### config.mk
export PLATFORM = sky130hd
export DESIGN_NAME = sram_strobe_ctrl
export DESIGN_NICKNAME = d
export VERILOG_FILES = /design/src/rtl/sram_strobe_pkg.sv /design/src/rtl/sram_phase_timer.sv /design/src/rtl/sram_cycle_seq.sv /design/src/rtl/sram_pin_drv.sv /design/src/rtl/sram_strobe_ctrl.sv
export SDC_FILE = /design/constraint.sdc
export NUM_CORES = 1
export LEC_CHECK = 0
export ABC_AREA = 1
export BUFFER_PORTS_ARGS = -buffer_cell sky130_fd_sc_hd__buf_2
export CORE_MARGIN = 4
export CORE_UTILIZATION = 25
export DETAILED_ROUTE_END_ITERATION = 8
export GPL_TIMING_DRIVEN = 0
export PLACE_DENSITY = 0.54
export SLEW_MARGIN = 30
export SYNTH_ARGS = -nofsm -noshare
export SYNTH_HDL_FRONTEND = slang
export SYNTH_SLANG_ARGS = --single-unit
export TNS_END_PERCENT = 1
### constraint.sdc
create_clock -name clk -period 6.59 [get_ports clk]
set_input_delay 1.6475 -clock clk [delete_from_list [all_inputs] [get_ports clk]]
set_output_delay 1.6475 -clock clk [all_outputs]
set_load 0.01 [all_outputs]
### src/rtl/sram_strobe_pkg.sv
// Shared types for the asynchronous SRAM strobe controller.
// Assumes: nothing beyond IEEE 1800-2017.
package sram_strobe_pkg;

    // Phases of one memory cycle; IDLE is the only phase that accepts work.
    typedef enum logic [2:0] {
        PH_IDLE    = 3'd0,
        PH_WSETUP  = 3'd1,
        PH_WPULSE  = 3'd2,
        PH_WHOLD   = 3'd3,
        PH_RSETUP  = 3'd4,
        PH_RACCESS = 3'd5,
        PH_RHOLD   = 3'd6
    } phase_e;

endpackage

### src/rtl/sram_phase_timer.sv
// Down-counter that times one phase. A load with length L makes done
// assert in the L-th cycle after the load edge.
// Assumes: load_val is never zero (the sequencer clamps it).
module sram_phase_timer #(
    parameter int CNT_W = 4
) (
    input  logic             clk,
    input  logic             rst_n,
    input  logic             load,
    input  logic [CNT_W-1:0] load_val,
    output logic             done
);
    localparam logic [CNT_W-1:0] ONE = CNT_W'(1);

    logic [CNT_W-1:0] cnt_q;

    // Count remaining cycles of the current phase.
    always_ff @(posedge clk) begin
        if (!rst_n)
            cnt_q <= '0;
        else if (load)
            cnt_q <= load_val - ONE;
        else if (cnt_q != '0)
            cnt_q <= cnt_q - ONE;
    end

    assign done = (cnt_q == '0);

endmodule

### src/rtl/sram_cycle_seq.sv
// Phase sequencer: walks setup, strobe and hold phases of a read or a
// write, each phase length derived from the configuration counts.
// Assumes: configuration is static while a cycle is in flight.
module sram_cycle_seq
    import sram_strobe_pkg::*;
#(
    parameter int CNT_W = 4
) (
    input  logic             clk,
    input  logic             rst_n,
    input  logic [CNT_W-1:0] cfg_addr_setup,
    input  logic [CNT_W-1:0] cfg_wr_pulse,
    input  logic [CNT_W-1:0] cfg_data_setup,
    input  logic [CNT_W-1:0] cfg_data_hold,
    input  logic [CNT_W-1:0] cfg_addr_hold,
    input  logic [CNT_W-1:0] cfg_acc_addr,
    input  logic [CNT_W-1:0] cfg_acc_cs,
    input  logic             req_valid,
    input  logic             req_write,
    output phase_e           phase_q,
    output phase_e           phase_d,
    output logic             capture,
    output logic             ready
);
    localparam logic [CNT_W-1:0] ONE = CNT_W'(1);

    function automatic logic [CNT_W-1:0] larger(input logic [CNT_W-1:0] a,
                                                input logic [CNT_W-1:0] b);
        return (a > b) ? a : b;
    endfunction

    function automatic logic [CNT_W-1:0] at_least_one(input logic [CNT_W-1:0] a);
        return (a == '0) ? ONE : a;
    endfunction

    logic [CNT_W-1:0] len_setup, len_wpulse, len_whold, len_racc, len_rhold;
    logic             tmr_load, tmr_done;
    logic [CNT_W-1:0] tmr_val;

    // Derive every phase length from the configuration counts.
    always_comb begin
        len_setup  = at_least_one(cfg_addr_setup);
        len_wpulse = at_least_one(larger(cfg_wr_pulse, cfg_data_setup));
        len_whold  = at_least_one(larger(cfg_data_hold, cfg_addr_hold));
        len_racc   = at_least_one(larger(cfg_acc_addr, cfg_acc_cs));
        len_rhold  = at_least_one(cfg_addr_hold);
    end

    // Choose the next phase and the length to load into the timer.
    always_comb begin
        phase_d  = phase_q;
        tmr_load = 1'b0;
        tmr_val  = ONE;
        unique case (phase_q)
            PH_IDLE: if (req_valid) begin
                phase_d  = req_write ? PH_WSETUP : PH_RSETUP;
                tmr_load = 1'b1;
                tmr_val  = len_setup;
            end
            PH_WSETUP: if (tmr_done) begin
                phase_d  = PH_WPULSE;
                tmr_load = 1'b1;
                tmr_val  = len_wpulse;
            end
            PH_WPULSE: if (tmr_done) begin
                phase_d  = PH_WHOLD;
                tmr_load = 1'b1;
                tmr_val  = len_whold;
            end
            PH_RSETUP: if (tmr_done) begin
                phase_d  = PH_RACCESS;
                tmr_load = 1'b1;
                tmr_val  = len_racc;
            end
            PH_RACCESS: if (tmr_done) begin
                phase_d  = PH_RHOLD;
                tmr_load = 1'b1;
                tmr_val  = len_rhold;
            end
            PH_WHOLD, PH_RHOLD: if (tmr_done) phase_d = PH_IDLE;
            default: phase_d = PH_IDLE;
        endcase
    end

    // Hold the current phase.
    always_ff @(posedge clk) begin
        if (!rst_n) phase_q <= PH_IDLE;
        else        phase_q <= phase_d;
    end

    sram_phase_timer #(.CNT_W(CNT_W)) timer_i (
        .clk      (clk),
        .rst_n    (rst_n),
        .load     (tmr_load),
        .load_val (tmr_val),
        .done     (tmr_done)
    );

    assign ready   = (phase_q == PH_IDLE);
    assign capture = (phase_q == PH_RACCESS) && tmr_done;

    AST_CAPTURE_ENDS_ACCESS: assert property (@(posedge clk) disable iff (!rst_n)
        capture |=> (phase_q == PH_RHOLD));

    AST_PULSE_FOLLOWS_SETUP: assert property (@(posedge clk) disable iff (!rst_n)
        (phase_q == PH_WPULSE) && !$past(phase_q == PH_WPULSE) |-> $past(phase_q == PH_WSETUP));

endmodule

### src/rtl/sram_pin_drv.sv
// Pin driver: registers the strobes from the next phase so they change
// cleanly on clock edges, holds address and write word for the whole
// cycle, and captures read data at the end of the access phase.
// Assumes: phase_d comes from the sequencer in the same clock domain.
module sram_pin_drv
    import sram_strobe_pkg::*;
#(
    parameter int ADDR_W = 4,
    parameter int DATA_W = 8
) (
    input  logic              clk,
    input  logic              rst_n,
    input  phase_e            phase_d,
    input  logic              accept,
    input  logic              capture,
    input  logic [ADDR_W-1:0] req_addr,
    input  logic [DATA_W-1:0] req_wdata,
    input  logic [DATA_W-1:0] mem_dq_in,
    output logic [ADDR_W-1:0] mem_addr,
    output logic [DATA_W-1:0] mem_dq_out,
    output logic              mem_dq_oe,
    output logic              mem_cs_n,
    output logic              mem_oe_n,
    output logic              mem_we_n,
    output logic              rsp_valid,
    output logic [DATA_W-1:0] rsp_rdata
);

    // Latch address and write word when a request is taken.
    always_ff @(posedge clk) begin
        if (!rst_n) begin
            mem_addr   <= '0;
            mem_dq_out <= '0;
        end else if (accept) begin
            mem_addr   <= req_addr;
            mem_dq_out <= req_wdata;
        end
    end

    // Register strobes and data-driver enable from the next phase.
    always_ff @(posedge clk) begin
        if (!rst_n) begin
            mem_cs_n  <= 1'b1;
            mem_we_n  <= 1'b1;
            mem_oe_n  <= 1'b1;
            mem_dq_oe <= 1'b0;
        end else begin
            mem_cs_n  <= !((phase_d == PH_WPULSE) || (phase_d == PH_RACCESS));
            mem_we_n  <= !(phase_d == PH_WPULSE);
            mem_oe_n  <= !(phase_d == PH_RACCESS);
            mem_dq_oe <= (phase_d == PH_WSETUP) || (phase_d == PH_WPULSE) ||
                         (phase_d == PH_WHOLD);
        end
    end

    // Capture read data at the close of the access phase.
    always_ff @(posedge clk) begin
        if (!rst_n) begin
            rsp_valid <= 1'b0;
            rsp_rdata <= '0;
        end else begin
            rsp_valid <= capture;
            if (capture) rsp_rdata <= mem_dq_in;
        end
    end

    AST_NO_CONTENTION: assert property (@(posedge clk) disable iff (!rst_n)
        !mem_oe_n |-> !mem_dq_oe);

    AST_WE_OE_EXCLUSIVE: assert property (@(posedge clk) disable iff (!rst_n)
        !(!mem_we_n && !mem_oe_n));

    AST_WE_RISE_DATA_HELD: assert property (@(posedge clk) disable iff (!rst_n)
        $rose(mem_we_n) |-> mem_dq_oe && $stable(mem_dq_out) && $stable(mem_addr));

    AST_RSP_AFTER_OE: assert property (@(posedge clk) disable iff (!rst_n)
        rsp_valid |-> $past(!mem_oe_n) && mem_oe_n);

endmodule

### src/rtl/sram_strobe_ctrl.sv
// Top level: host valid/ready port in, timed asynchronous SRAM strobes
// out. One request is in flight at a time.
// Assumes: configuration inputs are stable while req_ready is low.
module sram_strobe_ctrl
    import sram_strobe_pkg::*;
#(
    parameter int ADDR_W = 4,
    parameter int DATA_W = 8,
    parameter int CNT_W  = 4
) (
    input  logic              clk,
    input  logic              rst_n,
    input  logic [CNT_W-1:0]  cfg_addr_setup,
    input  logic [CNT_W-1:0]  cfg_wr_pulse,
    input  logic [CNT_W-1:0]  cfg_data_setup,
    input  logic [CNT_W-1:0]  cfg_data_hold,
    input  logic [CNT_W-1:0]  cfg_addr_hold,
    input  logic [CNT_W-1:0]  cfg_acc_addr,
    input  logic [CNT_W-1:0]  cfg_acc_cs,
    input  logic              req_valid,
    input  logic              req_write,
    input  logic [ADDR_W-1:0] req_addr,
    input  logic [DATA_W-1:0] req_wdata,
    output logic              req_ready,
    output logic              rsp_valid,
    output logic [DATA_W-1:0] rsp_rdata,
    output logic [ADDR_W-1:0] mem_addr,
    output logic [DATA_W-1:0] mem_dq_out,
    output logic              mem_dq_oe,
    input  logic [DATA_W-1:0] mem_dq_in,
    output logic              mem_cs_n,
    output logic              mem_oe_n,
    output logic              mem_we_n
);
    phase_e phase_q, phase_d;
    logic   capture;
    logic   accept;

    assign accept = req_valid && req_ready;

    sram_cycle_seq #(.CNT_W(CNT_W)) seq_i (
        .clk            (clk),
        .rst_n          (rst_n),
        .cfg_addr_setup (cfg_addr_setup),
        .cfg_wr_pulse   (cfg_wr_pulse),
        .cfg_data_setup (cfg_data_setup),
        .cfg_data_hold  (cfg_data_hold),
        .cfg_addr_hold  (cfg_addr_hold),
        .cfg_acc_addr   (cfg_acc_addr),
        .cfg_acc_cs     (cfg_acc_cs),
        .req_valid      (req_valid),
        .req_write      (req_write),
        .phase_q        (phase_q),
        .phase_d        (phase_d),
        .capture        (capture),
        .ready          (req_ready)
    );

    sram_pin_drv #(.ADDR_W(ADDR_W), .DATA_W(DATA_W)) drv_i (
        .clk        (clk),
        .rst_n      (rst_n),
        .phase_d    (phase_d),
        .accept     (accept),
        .capture    (capture),
        .req_addr   (req_addr),
        .req_wdata  (req_wdata),
        .mem_dq_in  (mem_dq_in),
        .mem_addr   (mem_addr),
        .mem_dq_out (mem_dq_out),
        .mem_dq_oe  (mem_dq_oe),
        .mem_cs_n   (mem_cs_n),
        .mem_oe_n   (mem_oe_n),
        .mem_we_n   (mem_we_n),
        .rsp_valid  (rsp_valid),
        .rsp_rdata  (rsp_rdata)
    );

    AST_BUSY_ADDR_STABLE: assert property (@(posedge clk) disable iff (!rst_n)
        (!req_ready && !$past(req_ready)) |-> $stable(mem_addr));

    AST_IDLE_STROBES_OFF: assert property (@(posedge clk) disable iff (!rst_n)
        req_ready |-> mem_cs_n && mem_we_n && mem_oe_n && !mem_dq_oe);

endmodule

==> results of run 1 <==
worst paths after layout:
| path | endpoint | cells past startpoint |
|---|---|---|
| hold / removal | drv_i.mem_addr[0] | 2 |
| hold reg to reg | drv_i.mem_addr[0] | 2 |
| setup reg to reg | seq_i.timer_i.cnt_q[2] | 12 |
| setup / recovery | seq_i.timer_i.cnt_q[2] | 16 |
cells by family (layout without fill, tap and decap cells):
family,after synthesis,in the layout,share of synthesized area [%]
AND/OR/NAND/NOR,157,157,35.2
buffers and inverters,49,134,9.49
AO/OA/AOI/OAI,48,48,13.7
flip-flops,32,32,32.8
adder cells (fa/ha/maj),13,13,8.34
XOR/XNOR,1,1,0.449
layer usage:
metal / vias up / global-route usage, %
li1: 1133 / -
met1: 935 / 15.2
met2: 51 / 17.3
met3: 6 / 2.97
met4: 0 / 3.97
met5: - / 0
area by class of cell:
cell class              count  area share, %
repair buffers             77           15.0
clock buffers               6           2.83
clock inverters             2           1.36
inverters                  43           6.29
plain buffers               6          0.926
well taps                  99           4.82
multi-input cells         219           43.8
flip-flops and latches     32           25.0
worst max-delay path: stages:
cell	delay [ns]
buf_2	0.12
ha_1	0.30
nand2_1	0.09
inv_2	0.04
nand2_1	0.05
nand2_1	0.07
nand2_1	0.17
nand2_1	0.10
nand3_1	0.11
nand2_1	0.06
o21ai_0	0.18
nand3_1	0.13
inv_1	0.07
ha_1	0.15
xnor2_1	0.12
nor2_1	0.05
state kept, by name, summed over array words and instances (netlist names):
name / count
drv_i.mem_dq_oe: 1
seq_i.phase_q: 3
seq_i.timer_i.cnt_q: 4
drv_i.mem_addr: 4
drv_i.rsp_valid: 1
drv_i.mem_we_n: 1
drv_i.mem_oe_n: 1
drv_i.mem_dq_out: 8
drv_i.rsp_rdata: 8
drv_i.mem_cs_n: 1
stage by stage:
step	setup WS [ns]	cells	hold slack, ns
floorplan	3.33	300	0.484
global placement	3.04	476	0.448
detailed placement	3.04	476	0.455
CTS	3.32	484	0.463
global route	3.04	484	0.482
finish	3.31	484	0.462
power breakdown:
group | internal [uW] | switching (uW) | total, uW
clock network | 112 | 69.1 | 181
logic | 131 | 220 | 351
registers | 229 | 19.3 | 248
Yosys cell counts (3+ instances only):
cell type	count
nand2_1	71
inv_2	7
dfxtp_1	32
clkbuf_1	3
ha_1	13
o21ai_0	16
nor2_1	41
a21oi_1	20
nand3b_1	6
nand3_1	32
inv_1	34
==> results.md, run 1 <==
- Area growth syn-to-layout: 31.6%
- # nets final: 449
- Worst Setup End Kind: flip-flop
- Largest net degree at the start of global routing: 11
- Initial antenna violation count: 0
- Most common cell after layout, fill and taps aside: buf_2
- Die Area: 9280 um2
- Root cell of the clock tree: clkbuf_8
- WL met1: 2490 um
- Total negative setup slack: 0 ns
- Clock Skew: 0.00652 ns
- Layout cells sized above 1: 25.5%
- Reg-to-Reg Start: seq_i.phase_q[2]
- DRT Wirelength: 5260 um
- Primary FF master, synth: dfxtp_1
- Maximum VDD drop: 0.139 mV
- DPL Wire Length: 4250 um
- Sinks on Clock Net: 32
- Critical Path AT: 3.44 ns
- Synthesis-stage register bit count: 32
- Top Ports: 78
- Port Buffers: 77
- First drt pass iteration count: 4
- Post-CTS Setup Bufs: 0
- Max FO, Critical Path: 7
- Total grt overflow: 0
- Vias in the first global route: 2024
- Status: finished clean
- Tmin final: 3.28 ns
- Die H: 96.3 um
- Critical path startpoint: cfg_wr_pulse[3]
- Slew Limit Fails: 0
- Clk_lat worst skew: 0.28 ns
- Slew headroom: 68.7%
- Design area: 2570 um2
- DRC violations left: 0
- Area post-placement: 2460 um2
- Clk slew on worst S/H paths: 0.06 ns
- Synth top area share: 32.8%
- Multi-input gate area: 1120 um2
- Final period util: 49.7%
- Cell Pwr Density: 304 nW/um2
- DR WL/cell: 10.9 um
- Synth cell types: 29
- Path category of the worst min-delay check: flip-flop to flip-flop
- Warnings, synthesis: 0
- Routed Antenna Nets: 0
- Clock Tree Buf Depth: 2
- Syn_nets: 365
- Core Rows: 31
- LEAKAGE: 0.00138 uW
- Fmax: 0.305 GHz
- Register area share after synthesis: 32.8%
- Routability congestion estimate: 0.789
- Tot Pwr: 780 uW
- Reg-to-reg slack, setup: 4.68 ns
- Hold-fix buffer count after cts: 0
- Total Routing Usage GR: 11.3%
- Final hold vios: 0
- Total CTS buffers: 5
- Yosys top cell by area: dfxtp_1
- Startpoint types: primary input
- Core Area: 7410 um2
- Ys async rst share: 0%
- Chip width: 96.3 um
- Initial Utilization: 26.3%
- First-pass GRT wire length: 8470 um
- Htree depth: 2
- Synthesized area per cell: 6.50 um2
- Top Metal Used: met4
- Wire length on met2: 2380 um
- Hold Startpoint: drv_i.mem_addr[0]
- DR iter-0 viols: 145
- Via/cell ratio: 4.39
- Number of setup violations in the final report: 0
- Mapped Cells: 300
- CTS resizes: 0
- Final Util: 34.7%
- Layout fillers: 829
- CP Data Required Time: 6.75 ns
- Diode count: 0
- Routed wl met3: 321 um
- Max-cap viol count: 0
- Actual slew at the worst max-slew pin: 0.469 ns
- Sequential cell area: 641 um2
- RSZ-0062 raised after global routing: no
- Vias: 2125
- Synthesized cell area: 1950 um2
- Category of the most critical setup path: primary input to flip-flop
- Top post-synthesis cells by area: dfxtp_1 (33%), nand2_1 (14%), ha_1 (8.3%), nand3_1 (8.2%), nor2_1 (7.9%)
- Most frequent cells in the layout: buf_2 (78), nand2_1 (71), nor2_1 (41)
- CTS tree: done
- Number of synthesized flops with an enable pin: 0
Power figures use the tool's default switching activity.
==> run 2, diff against run 1 <==
PLACE_DENSITY = 0.55   (was 0.54)
clock period = 2.7 ns   (was 6.59 ns; I/O delays follow)
==> results.md, run 2 (synthesis gave the netlist of run 1 again) <==
- Status: finished clean
- Clock Skew: 0.00374 ns (-0.00277 ns)
- Die H: 96.3 um (unchanged)
- Clk_lat worst skew: 0.28 ns (about the same)
- CTS tree: done
- Htree depth: 2 (unchanged)
- Clock Tree Buf Depth: 2 (unchanged)
- Final period util: 84.8%
- Largest net degree at the start of global routing: 11 (unchanged)
- Final hold vios: 0 (unchanged)
- Critical Path AT: 2.45 ns (-0.99 ns)
- Actual slew at the worst max-slew pin: 0.470 ns (+0.00133 ns)
- Total grt overflow: 0 (unchanged)
- Initial Utilization: 26.3% (unchanged)
- Vias: 2126 (+0.047%)
- DPL Wire Length: 4130 um (-3.0%)
- Hold Startpoint: drv_i.mem_addr[3]
- CTS resizes: 0 (unchanged)
- Placed insts: 476 (unchanged)
- Slew Limit Fails: 0 (unchanged)
- Startpoint types: primary input
- DRT Wirelength: 5050 um (-3.9%)
- Number of setup violations in the final report: 0 (unchanged)
- Hold path depth: 2 (unchanged)
- Core Rows: 31 (unchanged)
- Category of the most critical setup path: primary input to flip-flop
- Cell Pwr Density: 721 nW/um2 (+140%)
- Fmax: 0.437 GHz
- DRC violations left: 0 (unchanged)
- Reg-to-Reg Start: seq_i.timer_i.cnt_q[1]
- Routability congestion estimate: 0.776 (-1.7%)
- Design area: 2550 um2 (-0.68%)
- Area growth syn-to-layout: 30.7%
- CP Data Required Time: 2.86 ns (-3.89 ns)
- Layout cells sized above 1: 25.2% (-0.26 points)
- Final Util: 34.4% (-0.24 points)
- Total CTS buffers: 5 (unchanged)
- First-pass GRT wire length: 8340 um (-1.6%)
- Worst Setup End Kind: flip-flop
- Port Buffers: 77 (unchanged)
- Crit-path slowest cell: ha_1
- Most used cell, CP: nand2_1
- Reg2reg path depth: 12 (unchanged)
- Chip width: 96.3 um (unchanged)
- Via/cell ratio: 4.39 (about the same)
- Layout fillers: 823 (-0.72%)
- Max-cap viol count: 0 (unchanged)
- Area post-placement: 2460 um2 (unchanged)
- Core Area: 7410 um2 (unchanged)
- Critical path startpoint: cfg_addr_hold[3]
- Hold-fix buffer count after cts: 0 (unchanged)
- Slew headroom: 68.7% (-0.089 points)
- Tmin final: 2.29 ns
- Vias in the first global route: 2012 (-0.59%)
- Maximum VDD drop: 0.291 mV (+110%)
- Critical path, cell by cell: buf_2 > inv_1 > ha_1 > nand2_1 > inv_2 > nand2_1 > nand2_1 > nand2_1 > nand2_1 > o21ai_0 > nor2_1 > nand2_1 > nand2_1 > nand2_1 > o21ai_2 > ha_1 > xnor2_1 > nor2_1
- Root cell of the clock tree: clkbuf_8
- RSZ-0062 raised after global routing: no
- LEAKAGE: 0.00137 uW (-0.70%)
- Top Ports: 78 (unchanged)
- DR WL/cell: 10.4 um (-3.9%)
- Max FO, Critical Path: 5 (-2)
- First drt pass iteration count: 4 (unchanged)
- Reg-to-reg slack, setup: 0.74 ns (-3.94 ns)
- Largest stage delay on the critical path: 0.29 ns (about the same)
- Worst Hold End: drv_i.mem_addr[3]
- Die Area: 9280 um2 (unchanged)
- Largest regs: drv_i.mem_dq_out: 8 flops, drv_i.rsp_rdata: 8 flops
- Total negative setup slack: 0 ns (unchanged)
- Non-Filler Instances: 484 (unchanged)
- Diode count: 0 (unchanged)
- DR iter-0 viols: 113 (-22%)
- Most common cell after layout, fill and taps aside: buf_2
- Post-CTS Setup Bufs: 0 (unchanged)
- Clk slew on worst S/H paths: 0.06 ns (about the same)
- Path category of the worst min-delay check: flip-flop to flip-flop
- Initial antenna violation count: 0 (unchanged)
- Sinks on Clock Net: 32 (unchanged)
- # nets final: 449 (unchanged)
- Reg-to-Reg End: seq_i.timer_i.cnt_q[2]
- Routed Antenna Nets: 0 (unchanged)
- Most frequent cells in the layout: buf_2 (78), nand2_1 (71), nor2_1 (41)
- Total Routing Usage GR: 11.2% (-0.067 points)
- Tot Pwr: 1840 uW (+140%)
-- run 2: cell types whose count changed in the layout (fill, tap and decap cells not counted) --
cell	delta
bufinv_16	-1
clkbuf_1	+1
clkbuf_8	+1
clkinv_2	-1
-- run 2: worst max path at each step --
stage	endpoint	slack, ns
2_1_floorplan	seq_i.timer_i.cnt_q[2]	0.41
4_1_cts	seq_i.timer_i.cnt_q[2]	0.41
3_3_place_gp	seq_i.timer_i.cnt_q[2]	0.14
6_report	seq_i.timer_i.cnt_q[2]	0.41
3_5_place_dp	seq_i.timer_i.cnt_q[2]	0.11
5_1_grt	seq_i.timer_i.cnt_q[2]	0.17
-- run 2: worst max-delay path, delay by kind of cell --
family | cells | cell delay (ns)
AND/OR/NAND/NOR | 10 | 0.73
adder cells (fa/ha/maj) | 2 | 0.48
XOR/XNOR | 1 | 0.12
AO/OA/AOI/OAI | 2 | 0.24
buffers and inverters | 3 | 0.20
-- run 2: report_power, final --
group	internal [uW]	switching, uW
Combinational	320	536
Clock	208	168
Sequential	559	47.3
-- run 2: cell type report --
type                       count  area (um2)  share of cell area (%)
multi-input combinational    219        1120                    44.1
tap                           99         124                    4.86
inverter                      43         161                    6.33
clock buffer                   8        90.1                    3.53
timing repair buffer          77         385                    15.1
sequential                    32         641                    25.1
buffer                         6        23.8                   0.932
-- run 2: layer usage --
layer  vias to the layer above  global-route usage, %  share of wire, %  wire length (um)
li1                       1133                      -                 -                 -
met1                       929                   13.7                43              2180
met2                        56                   18.8                48              2450
met3                         8                   2.58               6.9               351
met4                         0                   4.56               1.4                71
met5                         -                      0                 0                 0
-- run 2: per-stage QoR --
step           setup slack, ns  hold slack (ns)
6_report                 0.410            0.459
5_1_grt                  0.172            0.475
4_1_cts                  0.406            0.461
3_5_place_dp             0.110            0.450
3_3_place_gp             0.139            0.446
2_1_floorplan            0.408            0.484
==> run 3, diff against run 2 <==
ABC_AREA = 0   (was 1)
PLACE_DENSITY = 0.53   (was 0.55)
clock period = 2.4 ns   (was 2.7 ns; I/O delays follow)
==> results.md, run 3 <==
- Synth top area share: 31.6% (-1.2 points)
- Actual slew at the worst max-slew pin: 0.537 ns (+0.0669 ns)
- Register share of total power: 26.6% (-6.4 points)
- Vias in the first global route: 2158 (+7.3%)
- Syn_nets: 334 (-8.5%)
- Clk_lat worst skew: 0.28 ns (about the same)
- Clock Skew: 0.00880 ns (+0.00505 ns)
- Largest stage delay on the critical path: 0.37 ns (+0.08 ns)
- DR WL/cell: 13.8 um (+32%)
- Routed Antenna Nets: 0 (unchanged)
- Initial Utilization: 26.0% (-0.37 points)
- Die Area: 9610 um2 (+3.6%)
- Synthesized cell area: 2030 um2 (+3.9%)
- Synth cell types: 45 (+55%)
- DR iter-0 viols: 114 (+0.88%)
- Via/cell ratio: 4.88 (+11%)
- Most frequent cells in the layout: buf_2 (76), nand2_1 (44), a21oi_1 (31)
- Clk slew on worst S/H paths: 0.06 ns (about the same)
- Critical path, cell by cell: buf_2 > inv_2 > ha_4 > nand2_2 > o22a_4 > a2111oi_4 > o41ai_2 > o32ai_4 > ha_2 > o2111a_1 > o21a_1
- Primary FF master, synth: dfxtp_1
- Crit-path slowest cell: a2111oi_4
- Worst Hold End: drv_i.rsp_rdata[6]
- Number of setup violations in the final report: 1 (+1)
- Largest regs: drv_i.mem_dq_out: 8 flops, drv_i.rsp_rdata: 8 flops
- Ys async rst share: 0% (unchanged)
- Critical Path AT: 2.68 ns (+0.23 ns)
- Layout fillers: 831 (+0.97%)
- Area post-placement: 2630 um2 (+7.1%)
- # nets final: 419 (-6.7%)
- DRC violations left: 0 (unchanged)
- Total negative setup slack: -0.0664 ns (-0.0664 ns)
- Number of synthesized flops with an enable pin: 0 (unchanged)
- Slew Limit Fails: 0 (unchanged)
- First drt pass iteration count: 4 (unchanged)
- Path category of the worst min-delay check: flip-flop to flip-flop
- Largest net degree at the start of global routing: 11 (unchanged)
- Design area: 2900 um2 (+14%)
- Total CTS buffers: 5 (unchanged)
- Layout cells sized above 1: 35.5% (+10 points)
- Core Area: 7810 um2 (+5.4%)
- Register area share after synthesis: 31.6% (-1.2 points)
- Placed insts: 448 (-5.9%)
- Clock Tree Buf Depth: 2 (unchanged)
- Final hold slack: 0.451 ns (-0.00787 ns)
- Commonest cells post-synth: nand2_1 (46), dfxtp_1 (32), a21oi_1 (31)
- Port Buffers: 77 (unchanged)
- Synthesis-stage register bit count: 32 (unchanged)
- Clk pwr share: 17.7% (-2.8 points)
- Slew headroom: 64.0% (-4.6 points)
- Area growth syn-to-layout: 43.1%
- DPL Wire Length: 5020 um (+22%)
- Max-cap viol count: 0 (unchanged)
- Die H: 98.0 um (+1.8%)
- Tmin final: 2.47 ns
- Initial antenna violation count: 0 (unchanged)
- Total Routing Usage GR: 13.0% (+1.8 points)
- RSZ-0062 raised after global routing: yes
- Hold-fix buffer count after cts: 0 (unchanged)
- Setup ws final: -0.0664 ns (-0.477 ns)
- CP bufs+invs: 2 (-1)
- Reg-to-reg slack, setup: -0.06 ns (-0.80 ns)
- Vias: 2232 (+5.0%)
- Yosys top cell by area: dfxtp_1
- Total grt overflow: 0 (unchanged)
- Reg-to-Reg End: seq_i.timer_i.cnt_q[2]
- Synthesized area per cell: 7.54 um2 (+16%)
- Category of the most critical setup path: primary input to flip-flop
- First-pass GRT wire length: 10400 um (+25%)
- Sinks on Clock Net: 32 (unchanged)
- Reg-to-Reg Start: seq_i.timer_i.cnt_q[2]
- Hold path depth: 2 (unchanged)
- LEAKAGE: 0.00121 uW (-11%)
- Power Internal: 1640 uW (+51%)
- Violated checks: negative setup slack
- Count leader, synth: nand2_1
- Comb power frac: 55.8% (+9.2 points)
- Switching Power: 1140 uW (+52%)
- Mapped Cells: 269 (-10%)
- Htree depth: 2 (unchanged)
- Chip width: 98.0 um (+1.8%)
- Max FO, Critical Path: 4 (-1)
- Fmax: 0.405 GHz
- Top Ports: 78 (unchanged)
- Maximum VDD drop: 0.273 mV (-6.4%)
- Non-Filler Instances: 457 (-5.6%)
- Hold Startpoint: drv_i.rsp_rdata[6]
- Most common cell after layout, fill and taps aside: buf_2
- Status: complete, but fails checks
- DRT Wirelength: 6290 um (+25%)
- Top post-synthesis cells by area: dfxtp_1 (32%), nand2_1 (8.5%), ha_1 (8.0%), a21oi_1 (7.7%), o21ai_0 (4.2%)
- Routability congestion estimate: 0.825 (+6.3%)
- Core Rows: 32 (+3.2%)
- Root cell of the clock tree: clkbuf_8
- Cell Pwr Density: 961 nW/um2 (+33%)
- Switching Fraction: 41.0% (+0.11 points)
- Startpoint types: primary input
- Final period util: 103%
- Worst Setup End Kind: flip-flop
- CP Data Required Time: 2.62 ns (-0.24 ns)
- Tot Pwr: 2790 uW (+52%)
- CTS tree: done
- CP delay by family, top: compound AO/OA/AOI/OAI gates
- Diode count: 0 (unchanged)
- Warnings, synthesis: 0 (unchanged)
- Final hold vios: 0 (unchanged)
- Reg2reg path depth: 9 (-3)
-- run 3: cell count changes in the layout (fill, tap and decap cells not counted), moves of 6 or more --
cell      change
nand3b_1      -6
a21oi_1      +11
nand3_1      -21
ha_1          -7
nor2_1       -28
nor3_1        +8
nand2_1      -27
inv_1        -24
-- run 3: cell type report --
| type | count | area, um2 | share of cell area, % |
|---|---|---|---|
| multi-input combinational | 210 | 1490 | 51.4 |
| sequential | 32 | 643 | 22.2 |
| timing repair buffer | 79 | 403 | 13.9 |
| tap | 102 | 128 | 4.40 |
| clock buffer | 6 | 72.6 | 2.50 |
| inverter | 15 | 71.3 | 2.46 |
| buffer | 11 | 56.3 | 1.94 |
| clock inverter | 2 | 35.0 | 1.21 |
-- run 3: cells by family (layout without fill, tap and decap cells) --
logic type	Yosys count	count (layout)	share of synthesized area (%)
simple gates	112	112	27.6
compound gates	82	82	26.0
flops	32	32	31.6
buf+inv	27	113	5.37
fa+ha+maj	13	13	8.02
mux	2	2	0.988
xor+xnor	1	1	0.432
-- run 3: layer usage --
metal  wire length (um)  GRT usage (%)  up-vias
met2               3160           22.0       53
li1                   -              -     1156
met3                334           3.00        9
met1               2730           16.8     1014
met4                 68           2.88        0
met5                  0              0        -
-- run 3: worst max path at each step --
stage,from,endpoint,slack [ns],depth (start not counted)
floorplan,cfg_acc_cs[2],seq_i.timer_i.cnt_q[2],-0.08,10
global route,seq_i.timer_i.cnt_q[2],seq_i.timer_i.cnt_q[2],-0.19,8
global placement,req_valid,seq_i.timer_i.cnt_q[2],-0.53,9
CTS,seq_i.timer_i.cnt_q[2],seq_i.timer_i.cnt_q[2],-0.09,9
detailed placement,req_valid,seq_i.timer_i.cnt_q[2],-0.50,9
finish,cfg_data_setup[3],seq_i.timer_i.cnt_q[2],-0.07,11
-- run 3: what timing repair did --
item | in CTS | in global routing
pin swaps | 12 | 1
endpoints found under the setup margin | 2 | 3
setup buffers | 2 | 0
gates resized for setup | 28 | 5
-- run 3: per-stage QoR --
step | setup slack (ns) | util (%)
after floorplan | -0.0817 | -
after global placement | -0.530 | 33.7
after detailed placement | -0.495 | 33.7
after CTS | -0.0884 | 36.8
after global routing | -0.190 | 37.1
final | -0.0664 | 37.1
-- run 3: power by group through the flow --
| stage | clock network, uW | logic (uW) | registers [uW] |
|---|---|---|---|
| after floorplan | 0 | 952 | 751 |
| final | 492 | 1550 | 741 |
| after global placement | 0 | 1370 | 723 |
| after detailed placement | 0 | 1380 | 726 |
| after CTS | 512 | 1500 | 733 |
| after global routing | 542 | 1720 | 758 |
-- run 3: worst min-delay path, stage by stage (launching register included) --
cell     delay (ns)
dfxtp_1        0.30
nand2_1        0.05
a21oi_1        0.05
